[src/rtl/cfg_pkg.sv]
// cfg_pkg: shared constants for the configuration header register file.
// Assumes a fixed type-0 layout; offsets below are decoded by software and
// therefore fixed by behaviour, not tunable.
package cfg_pkg;
    localparam int NUM_BARS  = 6;
    localparam int WORD_W    = 32;
    localparam int WORDS     = 16;          // 64-byte standard header
    localparam logic [7:0] HDR_END   = 8'h40;
    localparam logic [7:0] OFF_CMD   = 8'h04;
    localparam logic [7:0] OFF_STS   = 8'h06;
    localparam logic [7:0] OFF_REV   = 8'h08;
    localparam logic [7:0] OFF_CLS   = 8'h0C;
    localparam logic [7:0] OFF_LAT   = 8'h0D;
    localparam logic [7:0] OFF_BAR0  = 8'h10;
    localparam logic [7:0] OFF_ROM   = 8'h30;
    localparam logic [7:0] OFF_INTL  = 8'h3C;
    localparam logic [7:0] OFF_INTP  = 8'h3D;
    localparam logic [31:0] IO_KEEP  = 32'h0000_0003;
    localparam logic [31:0] MEM_KEEP = 32'h0000_000F;
    localparam logic [31:0] ALL_ONES = 32'hFFFF_FFFF;
    localparam logic [31:0] ROM_PROBE = 32'hFFFF_FFFE;

    // True when a size is zero or a power of two.
    function automatic bit size_legal(input logic [31:0] sz);
        return (sz == 32'd0) || ((sz & (sz - 32'd1)) == 32'd0);
    endfunction
endpackage

[src/rtl/cfg_bar_slot.sv]
// cfg_bar_slot: one base address register with probe handling, type-bit
// preservation and decoded base. Assumes wr_en is a qualified, error-free
// 32-bit write aimed at this BAR. A legacy slot is read-as-zero and fixed.
module cfg_bar_slot
    import cfg_pkg::*;
#(
    parameter logic [31:0] INIT   = 32'h0,
    parameter logic [31:0] SIZE   = 32'h0,
    parameter bit          LEGACY = 1'b0
) (
    input  logic        clk,
    input  logic        rst_n,
    input  logic        wr_en,
    input  logic [31:0] wdata,
    output logic [31:0] rd_val,
    output logic [31:0] base_o,
    output logic        reloc_o
);
    localparam logic [31:0] SZ_M1 = SIZE - 32'd1;

    if (!size_legal(SIZE)) begin : g_bad_size
        $error("cfg_bar_slot: SIZE must be zero or a power of two");
    end

    if (LEGACY) begin : g_legacy
        logic unused_inputs;
        // Fixed window: inputs are intentionally ignored.
        assign unused_inputs = ^{wr_en, wdata};
        assign rd_val  = '0;
        assign base_o  = INIT;
        assign reloc_o = 1'b0;
    end else begin : g_normal
        logic [31:0] bar_q, base_q, keep, addr_new, bar_nxt;
        logic        reloc_q, probe, moves;

        // Next-value computation for a write to this BAR.
        always_comb begin
            keep     = bar_q[0] ? IO_KEEP : MEM_KEEP;
            probe    = (wdata == ALL_ONES);
            addr_new = probe ? ~SZ_M1 : (wdata & ~keep);
            bar_nxt  = (addr_new & ~keep) | (bar_q & keep);
            moves    = !probe && (addr_new != 32'd0);
        end

        // State update: register value, decoded base and relocation pulse.
        always_ff @(posedge clk) begin
            if (!rst_n) begin
                bar_q   <= INIT;
                base_q  <= '0;
                reloc_q <= 1'b0;
            end else begin
                reloc_q <= wr_en && moves;
                if (wr_en) bar_q <= bar_nxt;
                if (wr_en && moves) base_q <= addr_new;
            end
        end

        assign rd_val  = bar_q;
        assign base_o  = base_q;
        assign reloc_o = reloc_q;

        // type bits never change after reset
        assert_type_kept_R3: assert property (@(posedge clk) disable iff (!rst_n)
            $stable(bar_q[0]) && (bar_q[0] ? $stable(bar_q[1:0]) : $stable(bar_q[3:0])));

        // a relocation pulse always comes with a non-zero base
        assert_reloc_base_R4: assert property (@(posedge clk) disable iff (!rst_n)
            reloc_q |-> (base_q != 32'd0));
    end
endmodule

[src/rtl/cfg_rsp_pipe.sv]
// cfg_rsp_pipe: fixed-latency delay line for the access response.
// Assumes LAT >= 1; accepts a new entry every cycle.
module cfg_rsp_pipe #(
    parameter int LAT = 1,
    parameter int W   = 33
) (
    input  logic         clk,
    input  logic         rst_n,
    input  logic         in_valid,
    input  logic [W-1:0] in_data,
    output logic         out_valid,
    output logic [W-1:0] out_data
);
    logic         v_q [LAT];
    logic [W-1:0] d_q [LAT];

    for (genvar s = 0; s < LAT; s++) begin : g_stage
        // Stage s: loads from the input (s == 0) or the previous stage.
        always_ff @(posedge clk) begin
            if (!rst_n) begin
                v_q[s] <= 1'b0;
                d_q[s] <= '0;
            end else if (s == 0) begin
                v_q[s] <= in_valid;
                d_q[s] <= in_data;
            end else begin
                v_q[s] <= v_q[(s > 0) ? s - 1 : 0];
                d_q[s] <= d_q[(s > 0) ? s - 1 : 0];
            end
        end
    end

    assign out_valid = v_q[LAT-1];
    assign out_data  = d_q[LAT-1];
endmodule

[src/rtl/cfg_header_regs.sv]
// cfg_header_regs: type-0 configuration header register file. Decodes
// each access, applies per-register write rules, assembles little-endian
// read data and returns a response after RSP_LAT cycles. Assumes one
// access per cycle with data aligned to the least significant bit.
module cfg_header_regs
    import cfg_pkg::*;
#(
    parameter logic [15:0] VENDOR_ID     = 16'h1234,
    parameter logic [15:0] DEVICE_ID     = 16'h0001,
    parameter logic [7:0]  REVISION_ID   = 8'h01,
    parameter logic [23:0] CLASS_ID      = 24'h020000,
    parameter logic [15:0] SUBSYS_VENDOR = 16'h0000,
    parameter logic [15:0] SUBSYS_ID     = 16'h0000,
    parameter logic [15:0] COMMAND_INIT  = 16'h0000,
    parameter logic [15:0] STATUS_INIT   = 16'h0000,
    parameter logic [7:0]  INT_LINE_INIT = 8'h00,
    parameter logic [7:0]  INT_PIN       = 8'h01,
    parameter logic [7:0]  MIN_GNT       = 8'h00,
    parameter logic [7:0]  MAX_LAT       = 8'h00,
    parameter logic [31:0] ROM_INIT      = 32'h0,
    parameter logic [NUM_BARS*32-1:0] BAR_INIT   = '0,
    parameter logic [NUM_BARS*32-1:0] BAR_SIZE   = {NUM_BARS{32'h0000_1000}},
    parameter logic [NUM_BARS-1:0]    BAR_LEGACY = '0,
    parameter int RSP_LAT = 1
) (
    input  logic                     clk,
    input  logic                     rst_n,
    input  logic                     req_valid,
    input  logic                     req_write,
    input  logic [7:0]               req_offset,
    input  logic [2:0]               req_size,
    input  logic [31:0]              req_wdata,
    output logic                     rsp_valid,
    output logic [31:0]              rsp_rdata,
    output logic                     rsp_err,
    output logic [NUM_BARS*32-1:0]   bar_base,
    output logic [NUM_BARS*32-1:0]   bar_size,
    output logic                     range_chg
);
    logic [15:0] cmd_q, sts_q;
    logic [7:0]  cls_q, lat_q, intl_q;
    logic [31:0] rom_q;
    logic        sz1, sz2, sz4, align_ok, byte_ok, half_ok, acc_err, do_wr;
    logic [31:0] words [WORDS];
    logic [31:0] bar_rd [NUM_BARS];
    logic [31:0] rd_shift, rd_data;
    logic [NUM_BARS-1:0] bar_wr, reloc;

    // Access classification and error decode.
    always_comb begin
        sz1      = (req_size == 3'd1);
        sz2      = (req_size == 3'd2);
        sz4      = (req_size == 3'd4);
        align_ok = sz1 || (sz2 && !req_offset[0]) || (sz4 && req_offset[1:0] == 2'b00);
        byte_ok  = (req_offset == OFF_CLS) || (req_offset == OFF_LAT) ||
                   (req_offset == OFF_INTL) ||
                   (req_offset >= OFF_REV && req_offset <= OFF_REV + 8'd3) ||
                   (req_offset >= OFF_INTP && req_offset < HDR_END);
        half_ok  = (req_offset == OFF_CMD) || (req_offset == OFF_STS) ||
                   (req_offset == OFF_CLS);
        acc_err  = (req_offset >= HDR_END) || !align_ok ||
                   (req_write && sz1 && !byte_ok) ||
                   (req_write && sz2 && !half_ok);
        do_wr    = req_valid && req_write && !acc_err;
    end

    // Scalar header registers with per-size write rules.
    always_ff @(posedge clk) begin
        if (!rst_n) begin
            cmd_q  <= COMMAND_INIT;
            sts_q  <= STATUS_INIT;
            cls_q  <= '0;
            lat_q  <= '0;
            intl_q <= INT_LINE_INIT;
            rom_q  <= ROM_INIT;
        end else if (do_wr) begin
            if (sz1) begin
                if (req_offset == OFF_CLS)  cls_q  <= req_wdata[7:0];
                if (req_offset == OFF_LAT)  lat_q  <= req_wdata[7:0];
                if (req_offset == OFF_INTL) intl_q <= req_wdata[7:0];
            end else if (sz2) begin
                if (req_offset == OFF_CMD) cmd_q <= req_wdata[15:0];
                if (req_offset == OFF_STS) sts_q <= req_wdata[15:0];
                if (req_offset == OFF_CLS) cls_q <= req_wdata[7:0];
            end else begin
                if (req_offset == OFF_CMD) cmd_q <= req_wdata[15:0];
                if (req_offset == OFF_ROM)
                    rom_q <= (req_wdata == ROM_PROBE) ? ALL_ONES : req_wdata;
            end
        end
    end

    for (genvar i = 0; i < NUM_BARS; i++) begin : g_bar
        assign bar_wr[i] = do_wr && sz4 && (req_offset == OFF_BAR0 + 8'(4 * i));
        cfg_bar_slot #(
            .INIT   (BAR_INIT[32*i +: 32]),
            .SIZE   (BAR_SIZE[32*i +: 32]),
            .LEGACY (BAR_LEGACY[i])
        ) u_slot (
            .clk     (clk),
            .rst_n   (rst_n),
            .wr_en   (bar_wr[i]),
            .wdata   (req_wdata),
            .rd_val  (bar_rd[i]),
            .base_o  (bar_base[32*i +: 32]),
            .reloc_o (reloc[i])
        );
        assign bar_size[32*i +: 32] = BAR_SIZE[32*i +: 32];
    end

    assign range_chg = |reloc;

    // Dword image of the header for the read mux.
    always_comb begin
        for (int w = 0; w < WORDS; w++) words[w] = '0;
        words[0]  = {DEVICE_ID, VENDOR_ID};
        words[1]  = {sts_q, cmd_q};
        words[2]  = {CLASS_ID, REVISION_ID};
        words[3]  = {16'h0000, lat_q, cls_q};
        for (int b = 0; b < NUM_BARS; b++) words[4 + b] = bar_rd[b];
        words[11] = {SUBSYS_ID, SUBSYS_VENDOR};
        words[12] = rom_q;
        words[15] = {MAX_LAT, MIN_GNT, INT_PIN, intl_q};
    end

    // Byte-lane alignment and size masking of read data.
    always_comb begin
        rd_shift = words[req_offset[5:2]] >> {req_offset[1:0], 3'b000};
        if (acc_err)  rd_data = '0;
        else if (sz1) rd_data = {24'h0, rd_shift[7:0]};
        else if (sz2) rd_data = {16'h0, rd_shift[15:0]};
        else          rd_data = rd_shift;
    end

    cfg_rsp_pipe #(.LAT(RSP_LAT), .W(33)) u_rsp (
        .clk       (clk),
        .rst_n     (rst_n),
        .in_valid  (req_valid),
        .in_data   ({acc_err, rd_data}),
        .out_valid (rsp_valid),
        .out_data  ({rsp_err, rsp_rdata})
    );

    // an error response never carries data
    assert_err_zero_R8: assert property (@(posedge clk) disable iff (!rst_n)
        (rsp_valid && rsp_err) |-> (rsp_rdata == 32'd0));

    // the ROM probe value is replaced by all ones
    assert_rom_probe_R6: assert property (@(posedge clk) disable iff (!rst_n)
        (do_wr && sz4 && req_offset == OFF_ROM && req_wdata == ROM_PROBE)
        |=> (rom_q == ALL_ONES));
endmodule

[config.mk]
export PLATFORM = sky130hd
export DESIGN_NAME = cfg_header_regs
export DESIGN_NICKNAME = d
export VERILOG_FILES = /design/src/rtl/cfg_pkg.sv /design/src/rtl/cfg_bar_slot.sv /design/src/rtl/cfg_rsp_pipe.sv /design/src/rtl/cfg_header_regs.sv
export SDC_FILE = /design/constraint.sdc
export NUM_CORES = 1
export LEC_CHECK = 0
export BUFFER_PORTS_ARGS = -buffer_cell sky130_fd_sc_hd__buf_2
export CAP_MARGIN = 30
export CORE_ASPECT_RATIO = 0.5
export CORE_MARGIN = 2
export CORE_UTILIZATION = 35
export CTS_CLUSTER_SIZE = 14
export DETAILED_ROUTE_END_ITERATION = 8
export GPL_TIMING_DRIVEN = 0
export MAX_ROUTING_LAYER = met4
export PLACE_DENSITY = 0.54
export SYNTH_ARGS = -nofsm -noshare
export SYNTH_HDL_FRONTEND = slang
export SYNTH_HIERARCHICAL = 1
export SYNTH_SLANG_ARGS = --single-unit
[constraint.sdc]
create_clock -name clk -period 3.9 [get_ports clk]
set_input_delay 1.17 -clock clk [delete_from_list [all_inputs] [get_ports clk]]
set_output_delay 1.17 -clock clk [all_outputs]
set_load 0.05 [all_outputs]
==> results of run 1 <==
## critical path, delay by kind of cell
kind,cells,cell delay (ns)
AND/OR/NAND/NOR,1,0.20
buffers and inverters,4,1.05
multiplexers,1,0.64
AO/OA/AOI/OAI,4,1.28
## cells in the final DEF (no fill, tap or decap), types with 73 or more instances in the layout
| master | netlist | final |
|---|---|---|
| buf_2 | 38 | 289 |
| o221a_2 | 120 | 120 |
| mux2i_1 | 241 | 240 |
| nand3_1 | 92 | 92 |
| nand2_1 | 347 | 347 |
| buf_4 | 249 | 254 |
| nor2b_1 | 177 | 176 |
| conb_1 | 8 | 240 |
| dfxtp_1 | 464 | 464 |
| clkbuf_1 | 109 | 96 |
| a21oi_1 | 73 | 73 |
## kinds of logic after synthesis
| kind of cell | after synthesis |
|---|---|
| simple gates | 884 |
| buf+inv | 426 |
| compound gates | 402 |
| other cells | 8 |
| mux | 278 |
| flops | 464 |
| xor+xnor | 1 |
## power groups by stage
stage | Combinational (uW) | Clock (uW) | Sequential (uW)
detailed placement | 1400 | 0 | 4850
floorplan | 955 | 0 | 4860
finish | 1460 | 4580 | 4740
CTS | 1410 | 4620 | 4740
global route | 1500 | 4830 | 4740
global placement | 1400 | 0 | 4850
## path summary, 6_finish.rpt
check / start / to / cells past startpoint
hold / removal: cmd_q[1] / cmd_q[1] / 2
setup reg to reg: g_bar[2].u_slot/rd_val[11] / u_rsp/d_q[0][3] / 6
setup / recovery: req_offset[3] / u_rsp/d_q[0][3] / 10
hold reg to reg: cmd_q[1] / cmd_q[1] / 2
## final cells by class
cell class,count,area [um2],share of cell area (%)
Multi-Input combinational cell,1805,11800,42.5
Sequential cell,464,9290,33.5
Buffer,419,2690,9.73
Timing Repair Buffer,258,1320,4.76
Clock buffer,58,1280,4.61
Tap cell,884,1110,3.99
Clock inverter,24,208,0.750
Inverter,4,15.0,0.0542
Antenna cell,1,2.50,0.00904
## flip-flops by register name, indices dropped and copies added, names as in the netlist
| signal | cells |
|---|---|
| cmd_q | 16 |
| g_bar.u_slot/reloc_o | 6 |
| sts_q | 16 |
| lat_q | 8 |
| g_bar.u_slot/rd_val | 168 |
| rom_q | 32 |
| u_rsp/v_q | 1 |
| g_bar.u_slot/base_o | 168 |
| u_rsp/d_q | 33 |
| intl_q | 8 |
| cls_q | 8 |
## per-layer routing
metal	vias up	wire, um
li1	9435	-
met1	10041	42000
met5	-	0
met4	0	3630
met3	224	7810
met2	1086	42300
## what timing repair did
action                                  4_1_cts  5_1_grt
buffers inserted                              5        0
resized for setup                            27       14
hold buffers                                  0        0
endpoints found under the setup margin      279      150
## through the flow
step                      power [uW]  instance area [um2]
final                          10800                27700
after global routing           11100                27700
after CTS                      10800                27700
after detailed placement        6250                26000
after global placement          6250                26000
after floorplan                 5810                23600
==> reports/metrics.yaml, run 1 <==
synth:
  synth_area_leaders: "dfxtp_1 41%, mux2i_1 11%, buf_4 8.2%"
  ys_warn_count: 6
  synthAdderAreaFrac_pct: 0
  synth_top_family_by_area: "simple AND/OR/NAND/NOR gates"
  postSynthCellCount: 2463
  synth-compound-area-share_pct: 13.9
  ys_top_cells_by_count: "464 x dfxtp_1, 347 x nand2_1, 249 x buf_4"
  synthXorXnorAreaFrac_pct: 0.0385
  yosysMostFrequentCell: "dfxtp_1"
  syn_area_um2: 22800
  yosysSeqAreaShare_pct: 40.8
  synth-simple-area-share_pct: 20.4
  synth_top_area_cell: "dfxtp_1"
  ys.flop_type: "dfxtp_1"
  ys_types: 74
  ys_ff_latch: 464
  synth_edf_count: 0
  synth-async-reset-ratio_pct: 0
  muxShareOfSynthArea_pct: 12.9
  avgSynthCellArea_um2: 9.24
  yosysTopAreaCellShare_pct: 40.8
clock_tree:
  clock-root-buffer: "clkbuf_16"
  cts_tree: "built"
  clkSlewWorstSetupHoldPaths_ns: 0.08
  cts.sinks: 464
  ctsHtreeMaxLevel: 2
  numCtsBuffers: 46
  clockBufferDepth: 3
  clock_latency_ns: 0.61
route:
  avgViaCountPerCell: 5.31
  drc: 0
  first_pass_iters: 5
  wl_um: 95700
  final_antenna_net_count: 0
  first_iter_violations: 2132
  wl_per_cell_um: 24.4
  num_vias: 20786
min_path:
  hold_class: "register to register"
cells_and_area:
  area_growth_pct: 21.7
  final_util_pct: 42.8
  n_fill_cell: 6485
  drive_above_1_share_pct: 29.2
  nNetsFinal: 3045
  finalNonFillerCells: 3917
power_and_ir_drop:
  pwr-share-seq_pct: 44.0
  p_sw_uw: 3240
  power_density_nw_per_um2: 389
  netSwitchingFraction_pct: 30.1
  ir_drop_uv: 314
  pwr-share-comb_pct: 13.5
  clkPwrFrac_pct: 42.5
  internal-power_uw: 7540
  p_leak_uw: 0.0115
floorplanning:
  io_pins: 466
  coreArea_um2: 64700
  die-area_um2: 67200
  row_count: 66
  die_w_um: 365
  initial_core_util_pct: 35.2
  die_h_um: 184
run:
  cap_viol_max_count: 0
grt:
  grt_pass1_vias: 19207
  grt.overflow.total: 0
  use_met3_pct: 4.93
  met2_usage_pct: 43.6
  globalRoute.busiestLayer: "met2"
  grt_use_met1_pct: 37.1
  grt_pass1_wl_um: 136000
  grt_max_degree: 32
  antenna_found_initial: 1
  grt_use_total_pct: 28.3
critical_path:
  worst_ep_arrival_time_ns: 4.36
  cpPeakStageDelay_ns: 0.69
  required_ns: 4.39
  cp-start-kind: "input pin"
  reg2reg_slack_ns: 1.45
  cp-end-kind: "register"
  crit_type: "input pin to register"
  critPathMaxFanout: 10
  crit_slowest_cell: "a2111oi_1"
  cp_cell_sequence: "buf_2 -> buf_2 -> buf_4 -> buf_4 -> mux2i_1 -> o22ai_1 -> a2111oi_1 -> a21oi_1 -> o311a_1 -> and2_2"
placement:
  gp_congestion: 0.993
  io_buffers: 248
  dp.cells: 3832
  hpwlAfterDp_um: 65400
  post-place-ws_ns: -1.35
timing:
  finalSetupViolCount: 0
  worst_pin_slew_ns: 1.06
  fin_crit_sh_pct: 99.3
  setup_ws_ns: 0.0284
  fin_worst_skew_ns: 0.0332
  hold_violations: 0
  maxSlewHeadroom_pct: 29.1
  fin_crit_ns: 3.87
  max_freq_ghz: 0.258
  slew_viol_final: 0
  hold_ws_ns: 0.449
  tns_ns: 0
  rsz0062_at_grt: "false"
run_status:
  status: "finished clean"
Power figures use the tool's default switching activity.
==> run 2, diff against run 1 <==
- PLACE_DENSITY: 0.54 -> 0.55
- SYNTH_HIERARCHICAL: 1 -> default
==> run 2 against run 1 <==
Die area fell by 11%. Flip-flop and latch count is the same. First-iteration DRC count decreased by 8.8%. Synthesized cell count shrank 0.77%. Power is 0.24% lower. Register-to-register slack gained 0.30 ns. Utilization up 0.84 points. Fmax hardly changed. Synthesized area decreased by 11%. Routed wire length is 12% lower. Critical endpoint is now g_bar[5].u_slot.rd_val[11]. Largest power group is now the clock network.
==> reports/metrics.yaml, run 2 <==
route:
  wl_per_cell_um: 22.5
  drc: 0
  final_antenna_net_count: 0
  num_vias: 19242
  first_iter_violations: 1945
  avgViaCountPerCell: 5.11
  first_pass_iters: 5
  wl_um: 84500
clock_tree:
  ctsHtreeMaxLevel: 2
  clock-root-buffer: "clkbuf_16"
  cts.sinks: 464
  cts_hold_buf: 0
  clock_latency_ns: 0.59
  clockBufferDepth: 3
  cts_tree: "built"
  numCtsBuffers: 44
  clkSlewWorstSetupHoldPaths_ns: 0.07
timing:
  finalSetupViolCount: 0
  fin_worst_skew_ns: 0.0331
  slew_viol_final: 0
  hold_ws_ns: 0.451
  maxSlewHeadroom_pct: 32.9
  worst_pin_slew_ns: 1.01
  fin_crit_ns: 3.87
  hold_violations: 0
  setup_ws_ns: 0.0304
  max_freq_ghz: 0.258
  fin_crit_sh_pct: 99.2
  rsz0062_at_grt: "false"
  tns_ns: 0
synth:
  yosysMostFrequentCell: "nand2_1"
  yosysSeqAreaShare_pct: 45.8
  synth-async-reset-ratio_pct: 0
  ys_types: 74
  ys.flop_type: "dfxtp_1"
  ys_top_cells_by_count: "562 x nand2_1, 464 x dfxtp_1, 217 x a21oi_1"
  syn_area_um2: 20300
  ys_warn_count: 0
  avgSynthCellArea_um2: 8.29
  synth_edf_count: 0
  synth_area_leaders: "dfxtp_1 46%, nand2_1 10%, buf_4 8.0%"
  ys_ff_latch: 464
  postSynthCellCount: 2444
  yosysTopAreaCellShare_pct: 45.8
  synth_top_area_cell: "dfxtp_1"
cells_and_area:
  multiInputGateArea_um2: 9400
  area_growth_pct: 23.5
  drive_above_1_share_pct: 21.5
  layout_common_cells: "562 x nand2_1, 464 x dfxtp_1, 270 x buf_2"
  n_fill_cell: 5783
  final_common_cell: "nand2_1"
  post-route-cell-area_um2: 25000
  ff_latch_area_um2: 9290
  nNetsFinal: 3007
critical_path:
  reg2regPathDepth: 7
  crit_type: "input pin to register"
  cpPeakStageDelay_ns: 0.63
  path_common_cell: "clkbuf_1"
  required_ns: 4.40
  worst_ep_arrival_time_ns: 4.37
  cp_cell_sequence: "clkbuf_1 -> or4_1 -> buf_2 -> nor3_2 -> and4_1 -> clkbuf_1 -> buf_1 -> nand2_1 -> a21oi_1"
  critPathMaxFanout: 10
  critPathTopFamily: "buffers and inverters"
  cp-start-kind: "input pin"
  crit_slowest_cell: "buf_1"
  cp.depth: 9
  cp-end-kind: "register"
  path_buf_inv: 4
grt:
  grt_pass1_wl_um: 121000
  grt.overflow.total: 0
  antenna_found_initial: 2
  grt_use_total_pct: 28.0
  grt_max_degree: 15
  grt_pass1_vias: 17518
run_status:
  status: "finished clean"
placement:
  dpl_cell_area_um2: 23400
  post-place-ws_ns: -1.09
  hpwlAfterDp_um: 63100
  io_buffers: 241
  gp_congestion: 0.982
floorplanning:
  die-area_um2: 60000
  initial_core_util_pct: 35.4
  coreArea_um2: 57300
  die_w_um: 344
  io_pins: 466
  row_count: 62
  die_h_um: 174
power_and_ir_drop:
  pwr-share-seq_pct: 44.1
  clkPwrFrac_pct: 44.5
  pwr-share-comb_pct: 11.4
  internal-power_uw: 7780
  power_density_nw_per_um2: 429
  netSwitchingFraction_pct: 27.6
  p_sw_uw: 2970
  ir_drop_uv: 312
  p_leak_uw: 0.0104
run:
  cap_viol_max_count: 0
min_path:
  hold_class: "register to register"
  holdPathStages: 2
run 2: through the flow:
stage | total power, uW | instances | utilization [%]
after floorplan | 5740 | 2658 | -
after global placement | 6020 | 3667 | 40.5
after detailed placement | 6030 | 3683 | 40.8
after CTS | 10700 | 3761 | 43.6
after global routing | 11000 | 3762 | 43.7
final | 10700 | 3763 | 43.7
run 2: worst reg2reg max path, cell delays in order (launching register included):
cell       delay (ns)
dfxtp_1          0.31
mux2i_1          0.33
o22ai_1          0.23
a2111oi_1        0.45
buf_2            0.27
a22oi_1          0.15
a21oi_1          0.20
nor2_1           0.07
run 2: final cells by class:
| class | instances | share of cell area [%] |
|---|---|---|
| clock inverters | 15 | 1.23 |
| multi-input cells | 1767 | 37.5 |
| inverters | 4 | 0.0600 |
| well taps | 768 | 3.84 |
| repair buffers | 257 | 5.42 |
| clock buffers | 64 | 4.98 |
| diodes | 2 | 0.0200 |
| flip-flops and latches | 464 | 37.1 |
| plain buffers | 422 | 9.81 |
run 2: logic make-up (layout without fill, tap and decap cells):
family | count (synthesis) | after routing | share of synthesized area [%]
simple gates | 916 | 916 | 20.3
buf+inv | 427 | 762 | 12.1
compound gates | 522 | 522 | 15.4
xor+xnor | 1 | 1 | 0.0432
mux | 112 | 112 | 6.41
flops | 464 | 464 | 45.8
other cells | 2 | 218 | 0.0370
run 2: power groups by stage:
stage / Clock (uW) / Combinational [uW] / Sequential (uW)
floorplan: 0 / 886 / 4860
global placement: 0 / 1180 / 4850
detailed placement: 0 / 1190 / 4850
CTS: 4790 / 1190 / 4740
global route: 4990 / 1260 / 4740
finish: 4790 / 1220 / 4740
run 2: repair_timing:
action,in CTS,in global routing
setup buffers,0,0
gates resized for setup,12,32
setup endpoints to repair,120,129
run 2: path summary, 6_finish.rpt:
kind                                end                        from  slack, ns
min reg2reg   g_bar[5].u_slot.base_o[4]   g_bar[5].u_slot.base_o[4]       0.45
max reg2reg             u_rsp.d_q[0][9]  g_bar[2].u_slot.rd_val[25]       1.75
min           g_bar[5].u_slot.base_o[4]   g_bar[5].u_slot.base_o[4]       0.45
max          g_bar[5].u_slot.rd_val[11]               req_offset[1]       0.03
run 2: per-layer routing:
layer  track usage (%)  share of wire (%)  vias up  wire (um)
met4              7.28                2.8        0       2340
met1              37.9                 44     9242      36800
met2              41.9                 44      918      37100
met3              6.58                9.8      144       8320
met5                 -                  0        -          0
li1                  -                  -     8938          -
